## src/rtl/rxf_pkg.sv

```systemverilog
package rxf_pkg;
  // Fixed control-word layout; the accept logic and software both decode it.
  localparam int CTL_W      = 32;
  localparam int B_FILT_EN  = 31;
  localparam int B_BCAST    = 28;
  localparam int B_MCAST    = 27;
  localparam int B_UCAST    = 26;
  localparam int B_PERFECT  = 25;
  localparam int B_ARP      = 24;
  localparam int B_ULM      = 18;
  localparam int B_UHASH    = 17;
  localparam int B_MHASH    = 16;

  typedef enum logic [1:0] {
    RGN_NONE    = 2'd0,
    RGN_STATION = 2'd1,
    RGN_HASH    = 2'd2
  } rxf_region_e;

  typedef struct packed {
    logic filt_en;
    logic acc_bcast;
    logic acc_mcast;
    logic acc_ucast;
    logic acc_perfect;
    logic acc_arp;
    logic mhash_en;
    logic uhash_en;
    logic ulm_en;
  } rxf_enables_t;

  function automatic rxf_enables_t unpack_enables(input logic [CTL_W-1:0] w);
    rxf_enables_t e;
    e.filt_en     = w[B_FILT_EN];
    e.acc_bcast   = w[B_BCAST];
    e.acc_mcast   = w[B_MCAST];
    e.acc_ucast   = w[B_UCAST];
    e.acc_perfect = w[B_PERFECT];
    e.acc_arp     = w[B_ARP];
    e.mhash_en    = w[B_MHASH];
    e.uhash_en    = w[B_UHASH];
    e.ulm_en      = w[B_ULM];
    return e;
  endfunction
endpackage

```

## src/rtl/rxf_addr_decode.sv

```systemverilog
module rxf_addr_decode
  import rxf_pkg::*;
#(
  parameter int ADDR_W     = 10,
  parameter int ST_WORDS   = 3,
  parameter int HASH_BASE  = 'h200,
  parameter int HASH_BYTES = 64,
  localparam int HW_W      = $clog2(HASH_BYTES / 2),
  localparam int SI_W      = $clog2(ST_WORDS)
) (
  input  logic [ADDR_W-1:0] addr,
  output rxf_region_e       region,
  output logic [SI_W-1:0]   st_idx,
  output logic [HW_W-1:0]   hash_word,
  output logic              unaligned,
  output logic              bad
);
  logic [ADDR_W-1:0] off;
  logic              in_hash;
  logic              in_station;

  always_comb begin
    off        = addr - ADDR_W'(HASH_BASE);
    in_hash    = (32'(addr) >= HASH_BASE) && (32'(addr) < HASH_BASE + HASH_BYTES);
    in_station = (32'(addr) < 2 * ST_WORDS) && !addr[0];
    st_idx     = addr[SI_W:1];
    hash_word  = off[HW_W:1];
    unaligned  = in_hash && addr[0];
    bad        = !in_hash && !in_station;
    if (in_station)                region = RGN_STATION;
    else if (in_hash && !addr[0])  region = RGN_HASH;
    else                           region = RGN_NONE;
  end
endmodule

```

## src/rtl/rxf_hash_ram.sv

```systemverilog
module rxf_hash_ram #(
  parameter int WORDS  = 32,
  parameter int DATA_W = 16,
  localparam int A_W   = $clog2(WORDS)
) (
  input  logic              clk,
  input  logic              we,
  input  logic              re,
  input  logic [A_W-1:0]    addr,
  input  logic [DATA_W-1:0] wdata,
  output logic [DATA_W-1:0] q
);
  // Single-port RAM with registered read, no reset: maps onto block RAM.
  logic [DATA_W-1:0] mem [WORDS];

  always_ff @(posedge clk) begin
    if (we) mem[addr] <= wdata;
    if (re) q <= mem[addr];
  end
endmodule

```

## src/rtl/rxf_station_regs.sv

```systemverilog
module rxf_station_regs #(
  parameter int ST_WORDS = 3,
  parameter int DATA_W   = 16,
  localparam int SI_W    = $clog2(ST_WORDS),
  localparam int FLAT_W  = ST_WORDS * DATA_W
) (
  input  logic              clk,
  input  logic              rst,
  input  logic              we,
  input  logic              re,
  input  logic [SI_W-1:0]   idx,
  input  logic [DATA_W-1:0] wdata,
  output logic [DATA_W-1:0] q,
  output logic [FLAT_W-1:0] station
);
  logic [DATA_W-1:0] words [ST_WORDS];

  // Word k holds byte 2k in its low half, so the flat vector has byte 0 at bits 7:0.
  for (genvar k = 0; k < ST_WORDS; k++) begin : g_word
    always_ff @(posedge clk) begin
      if (rst)                           words[k] <= '0;
      else if (we && idx == SI_W'(k))    words[k] <= wdata;
    end
    assign station[k*DATA_W +: DATA_W] = words[k];
  end

  always_ff @(posedge clk) begin
    if (rst)     q <= '0;
    else if (re) q <= words[idx];
  end

  // the station bytes change only on a decoded station write
  p_station_hold_r5: assert property (@(posedge clk) disable iff (rst)
    !we |=> $stable(station));
endmodule

```

## src/rtl/rxf_accept.sv

```systemverilog
module rxf_accept
  import rxf_pkg::*;
#(
  parameter int MAC_W = 48
) (
  input  logic             clk,
  input  logic             rst,
  input  rxf_enables_t     en,
  input  logic [MAC_W-1:0] station,
  input  logic             frm_valid,
  input  logic [MAC_W-1:0] frm_dst,
  input  logic             frm_arp,
  output logic             dec_valid,
  output logic             dec_accept
);
  logic is_bcast, is_mcast, is_ucast, is_match, hit;

  always_comb begin
    is_bcast = &frm_dst;
    is_mcast = frm_dst[0] && !is_bcast;
    is_ucast = !frm_dst[0];
    is_match = (frm_dst == station);
    hit = (is_bcast && en.acc_bcast)
        || (is_mcast && (en.acc_mcast || en.mhash_en))
        || (is_ucast && en.acc_ucast)
        || (is_match && en.acc_perfect)
        || (frm_arp  && en.acc_arp);
  end

  always_ff @(posedge clk) begin
    if (rst) begin
      dec_valid  <= 1'b0;
      dec_accept <= 1'b0;
    end else begin
      dec_valid  <= frm_valid;
      dec_accept <= frm_valid && en.filt_en && hit;
    end
  end

  // no frame is accepted unless the filter was enabled when it arrived
  p_drop_when_off_r6: assert property (@(posedge clk) disable iff (rst)
    dec_accept |-> ($past(en.filt_en) && dec_valid));
endmodule

```

## src/rtl/rx_filter_table_port.sv

```systemverilog
module rx_filter_table_port
  import rxf_pkg::*;
#(
  parameter int ADDR_W     = 10,
  parameter int DATA_W     = 16,
  parameter int MAC_W      = 48,
  parameter int HASH_BASE  = 'h200,
  parameter int HASH_BYTES = 64,
  localparam int ST_WORDS  = MAC_W / DATA_W,
  localparam int HWORDS    = HASH_BYTES / 2,
  localparam int HW_W      = $clog2(HWORDS),
  localparam int SI_W      = $clog2(ST_WORDS)
) (
  input  logic              clk,
  input  logic              rst,
  input  logic              ctl_we,
  input  logic [CTL_W-1:0]  ctl_wdata,
  input  logic              dat_we,
  input  logic              dat_re,
  input  logic [DATA_W-1:0] dat_wdata,
  output logic [DATA_W-1:0] rd_data,
  output logic              rd_valid,
  output logic              err_unaligned,
  output logic              err_range,
  output logic              err_unsupported,
  input  logic              frm_valid,
  input  logic [MAC_W-1:0]  frm_dst,
  input  logic              frm_arp,
  output logic              dec_valid,
  output logic              dec_accept
);
  logic [CTL_W-1:0]  ctl_q;
  rxf_enables_t      en;
  rxf_region_e       region, rsel;
  logic [SI_W-1:0]   st_idx;
  logic [HW_W-1:0]   hash_word;
  logic              unaligned, bad;
  logic              acc, rd;
  logic [DATA_W-1:0] st_q, ram_q;
  logic [MAC_W-1:0]  station;

  always_ff @(posedge clk) begin
    if (rst)         ctl_q <= '0;
    else if (ctl_we) ctl_q <= ctl_wdata;
  end

  assign en  = unpack_enables(ctl_q);
  assign acc = dat_we || dat_re;
  assign rd  = dat_re && !dat_we;

  rxf_addr_decode #(
    .ADDR_W(ADDR_W), .ST_WORDS(ST_WORDS),
    .HASH_BASE(HASH_BASE), .HASH_BYTES(HASH_BYTES)
  ) u_dec (
    .addr(ctl_q[ADDR_W-1:0]), .region(region), .st_idx(st_idx),
    .hash_word(hash_word), .unaligned(unaligned), .bad(bad)
  );

  rxf_station_regs #(.ST_WORDS(ST_WORDS), .DATA_W(DATA_W)) u_st (
    .clk(clk), .rst(rst),
    .we(dat_we && region == RGN_STATION),
    .re(rd && region == RGN_STATION),
    .idx(st_idx), .wdata(dat_wdata), .q(st_q), .station(station)
  );

  rxf_hash_ram #(.WORDS(HWORDS), .DATA_W(DATA_W)) u_ram (
    .clk(clk),
    .we(dat_we && region == RGN_HASH),
    .re(rd && region == RGN_HASH),
    .addr(hash_word), .wdata(dat_wdata), .q(ram_q)
  );

  always_ff @(posedge clk) begin
    if (rst) begin
      rd_valid      <= 1'b0;
      rsel          <= RGN_NONE;
      err_unaligned <= 1'b0;
      err_range     <= 1'b0;
    end else begin
      rd_valid      <= rd;
      rsel          <= rd ? region : RGN_NONE;
      err_unaligned <= acc && unaligned;
      err_range     <= acc && bad;
    end
  end

  always_comb begin
    case (rsel)
      RGN_STATION: rd_data = st_q;
      RGN_HASH:    rd_data = ram_q;
      default:     rd_data = '0;
    endcase
  end

  assign err_unsupported = en.uhash_en || en.ulm_en;

  rxf_accept #(.MAC_W(MAC_W)) u_acc (
    .clk(clk), .rst(rst), .en(en), .station(station),
    .frm_valid(frm_valid), .frm_dst(frm_dst), .frm_arp(frm_arp),
    .dec_valid(dec_valid), .dec_accept(dec_accept)
  );

  // a read result follows exactly one cycle after a read with no write
  p_read_latency_r12: assert property (@(posedge clk) disable iff (rst)
    rd_valid == $past(dat_re && !dat_we));
  // loading an unsupported mode bit is flagged on the next cycle
  p_unsupported_r11: assert property (@(posedge clk) disable iff (rst)
    (ctl_we && (ctl_wdata[B_UHASH] || ctl_wdata[B_ULM])) |=> err_unsupported);
  // alignment errors only follow an access
  p_unaligned_src_r4: assert property (@(posedge clk) disable iff (rst)
    err_unaligned |-> $past(dat_we || dat_re));
  // an address cannot be both misaligned and out of range
  p_err_excl_r5: assert property (@(posedge clk) disable iff (rst)
    !(err_unaligned && err_range));
  // decision follows one cycle after a presented frame
  p_dec_latency_r12: assert property (@(posedge clk) disable iff (rst)
    dec_valid == $past(frm_valid));
endmodule

```

## config.mk

```make
export PLATFORM = sky130hd
export DESIGN_NAME = rx_filter_table_port
export DESIGN_NICKNAME = d
export VERILOG_FILES = /design/src/rtl/rxf_pkg.sv /design/src/rtl/rxf_addr_decode.sv /design/src/rtl/rxf_hash_ram.sv /design/src/rtl/rxf_station_regs.sv /design/src/rtl/rxf_accept.sv /design/src/rtl/rx_filter_table_port.sv
export SDC_FILE = /design/constraint.sdc
export NUM_CORES = 1
export LEC_CHECK = 0
export BUFFER_PORTS_ARGS = -buffer_cell sky130_fd_sc_hd__clkbuf_2
export CAP_MARGIN = 20
export CORE_ASPECT_RATIO = 1.2
export CORE_UTILIZATION = 64
export DETAILED_ROUTE_END_ITERATION = 16
export PLACE_DENSITY = 0.89
export SYNTH_ARGS = -nofsm -noshare
export SYNTH_HDL_FRONTEND = slang
export SYNTH_SLANG_ARGS = --single-unit
export TNS_END_PERCENT = 5
```

## constraint.sdc

```tcl
create_clock -name clk -period 7.2 [get_ports clk]
set_input_delay 1.44 -clock clk [delete_from_list [all_inputs] [get_ports clk]]
set_output_delay 1.44 -clock clk [all_outputs]
set_load 0.02 [all_outputs]
```

==> impl_metrics.yaml <==
logic_synthesis:
  synth_seq_cells: 618
  synth_area_leaders: "edfxtp_1 (71%), mux4_2 (12%), dfxtp_1 (3.4%)"
  syn-num-nets: 1380
  yosysWarnings: 0
  synth.distinct_cells: 39
  syn_area_per_cell_um2: 19.1
  synth-edff-count: 576
  syn_area_um2: 24400
  synth_top_area_cell: "edfxtp_1"
  ys_seq_area_share_pct: 74.4
  yosysMostFrequentCell: "edfxtp_1"
  synth_ff_type: "edfxtp_1"
  synthCells: 1275
  synth_common_cells: "edfxtp_1 (576), mux4_2 (128), nor2_1 (91)"
  synth_top_area_share_pct: 70.9
  synthArstFlopShare_pct: 0
route:
  vias: 13803
  top_layer_used: "met4"
  drc: 0
  wl_per_cell_um: 33.4
  wl_met3_mm: 7.61
  wl_met1_mm: 21.1
  drtIter0Drc: 2247
  wl_mm: 64.5
  met2_length_mm: 31.5
  via_per_inst: 7.14
  detail-route-antenna-nets: 0
  first_pass_iters: 6
global_routing:
  grt_pass1_wl_mm: 93.1
  grt_usage_pct: 34.0
  grt_overflow: 0
  grt_pass1_vias: 13870
  grt_max_degree: 77
  antenna_found_initial: 1
sta:
  clock_skew_ns: 0.0256
  setup_tns_ns: 0
  hold_viol_final: 0
  grt_setup_unrepaired: "false"
  setup-violations-final: 0
  min_period_ns: 3.88
  final.setup.worst_slack_ns: 3.32
  tightest_slew_ns: 1.09
  finalCritPeriodShare_pct: 53.9
  maxSlewViolCount: 0
  slew_headroom_pct: 27.1
  fmax_mhz: 258
die:
  start_util_pct: 65.6
  core.rowCount: 77
  coreArea_um2: 37200
  dieArea_um2: 38900
  num_io_pins: 125
  die_h_um: 216
  dieWidth_um: 180
clocking:
  cts_tree: "done"
  ctsRootBufferMaster: "clkbuf_16"
  htree_levels: 2
  postCtsSetupBuffers: 0
  numClockSinks: 618
  cts_buffer_depth: 3
  clk_pin_slew_ns: 0.06
  cts_hold_buf: 0
  cts_resized: 0
  cts-buffers-inserted: 55
  clk_latency_ns: 0.60
pwr:
  power.switching_mw: 1.57
  internal_power_mw: 5.70
  clkPwrFrac_pct: 39.4
  p_seq_share_pct: 55.0
  comb_power_share_pct: 5.6
  vdd_ir_drop_max_mv: 0.206
  p_leak_nw: 8.93
  power_mw: 7.27
  power.density_nw_per_um2: 266
  switching_share_pct: 21.6
placement:
  place_congestion: 0.975
  dp_cells: 1834
  numPortBuffers: 111
  dp_hpwl_mm: 37.3
  dp_slack_ns: 3.48
final_layout:
  fillers: 2002
  final-instance-count-excl-fill: 1933
  diodes: 0
  synthToLayoutAreaGrowth_pct: 12.0
  finalNetCount: 1522
  layout-drive-gt1-share_pct: 25.7
critical_path:
  reg2reg_slack_ns: 3.32
  cp_data_required_time_ns: 7.49
  r2r_start: "ctl_q[2]"
  worstSetupEndpointType: "register"
  crit_fanout: 76
  crit_top_cell: "buf_4"
  cp_cell_sequence: "buf_4 -> nand2b_1 -> or3_1 -> nor2_1 -> buf_4"
  r2r_end: "u_ram.mem[30][9]"
  timing.critical_path.to: "u_ram.mem[30][9]"
  crit_arrival_ns: 4.17
  slowest_delay_ns: 1.00
  crit_path_start_kind: "register"
  reg2reg_depth: 5
  crit_start: "ctl_q[2]"
  path_class: "reg2reg"
  cpMaxStageDelayCell: "dfxtp_4"
hold_path:
  min_from: "ctl_q[25]"
  hp-class: "reg2reg"
flow_run:
  maxCapViolCount: 0
outcome:
  status: "completed"
==> power groups by stage <==
stage / Sequential [mW] / Combinational [mW] / Clock [mW]
final: 4.00 / 0.407 / 2.86
after global placement: 4.07 / 0.373 / 0
after global routing: 4.00 / 0.421 / 3.01
after floorplan: 4.04 / 0.227 / 0
after CTS: 4.00 / 0.397 / 2.88
after detailed placement: 4.07 / 0.388 / 0
==> area by class of cell <==
| type | count | area (µm²) | share of cell area, % |
|---|---|---|---|
| Timing Repair Buffer | 156 | 913 | 3.35 |
| Clock buffer | 72 | 1480 | 5.42 |
| Inverter | 6 | 22.5 | 0.0825 |
| Clock inverter | 27 | 254 | 0.930 |
| Tap cell | 474 | 593 | 2.17 |
| Multi-Input combinational cell | 580 | 5900 | 21.6 |
| Sequential cell | 618 | 18100 | 66.5 |
==> layer usage <==
metal | up-vias | track usage [%]
met5 | - | 0
met4 | 0 | 19.6
met3 | 251 | 7.81
met2 | 1259 | 55.7
met1 | 6849 | 42.1
li1 | 5444 | -
==> registers in the layout (all words and copies together) (netlist names) <==
| name | flops |
|---|---|
| rd_valid | 1 |
| err_unaligned | 1 |
| u_st.q | 16 |
| u_acc.dec_valid | 1 |
| u_ram.mem | 512 |
| rsel | 2 |
| err_range | 1 |
| ctl_q | 19 |
| u_st.words | 48 |
| u_acc.dec_accept | 1 |
| u_ram.q | 16 |
==> through the flow <==
| stage | area, µm² | hold WS, ns | utilization, % |
|---|---|---|---|
| 2_1_floorplan | 24400 | 0.452 | - |
| 3_3_place_gp | 25500 | 0.470 | 68.7 |
| 3_5_place_dp | 25600 | 0.482 | 68.8 |
| 4_1_cts | 27300 | 0.509 | 73.4 |
| 5_1_grt | 27300 | 0.536 | 73.4 |
| 6_report | 27300 | 0.504 | 73.4 |
==> kinds of logic after synthesis <==
kind of cell	after synthesis	synth area share, %
AND/OR/NAND/NOR	243	5.31
multiplexers	179	13.9
AO/OA/AOI/OAI	108	3.10
flip-flops	618	74.4
buffers and inverters	77	1.48
adder cells (fa/ha/maj)	2	0.103
XOR/XNOR	48	1.72
==> worst max-delay path, delay by kind of cell (launching register included) <==
family | cells | cell delay, ns
buffers and inverters | 2 | 0.91
AND/OR/NAND/NOR | 3 | 1.57
flip-flops | 1 | 1.00
==> cells in the final DEF, fill, tap and decap left out, types with 3 or more instances in the layout <==
cell type / n
edfxtp_1: 576
clkinv_1: 9
or3_1: 3
inv_1: 6
mux4_2: 128
and2_1: 49
o21ai_0: 19
clkbuf_8: 4
nand2_1: 21
and3_1: 3
clkinv_2: 9
xnor2_1: 22
dfxtp_1: 40
buf_4: 43
nor3_1: 3
nand3_1: 3
nand3b_1: 3
clkbuf_2: 111
bufinv_16: 4
clkbuf_16: 55
a22oi_1: 80
xor2_1: 26
nor4_1: 13
nand2b_1: 3
nand4_1: 37
nor2_1: 91
mux2i_1: 51
clkbuf_1: 13
==> how the worst min path moves through the flow <==
| stage | endpoint | slack, ns | cells after the start |
|---|---|---|---|
| floorplan | ctl_q[18] | 0.45 | 2 |
| global route | u_st.q[2] | 0.54 | 2 |
| CTS | ctl_q[25] | 0.51 | 2 |
| detailed placement | ctl_q[18] | 0.48 | 2 |
| global placement | ctl_q[18] | 0.47 | 2 |
| finish | ctl_q[25] | 0.50 | 2 |
(Power assumes the default switching activity.)
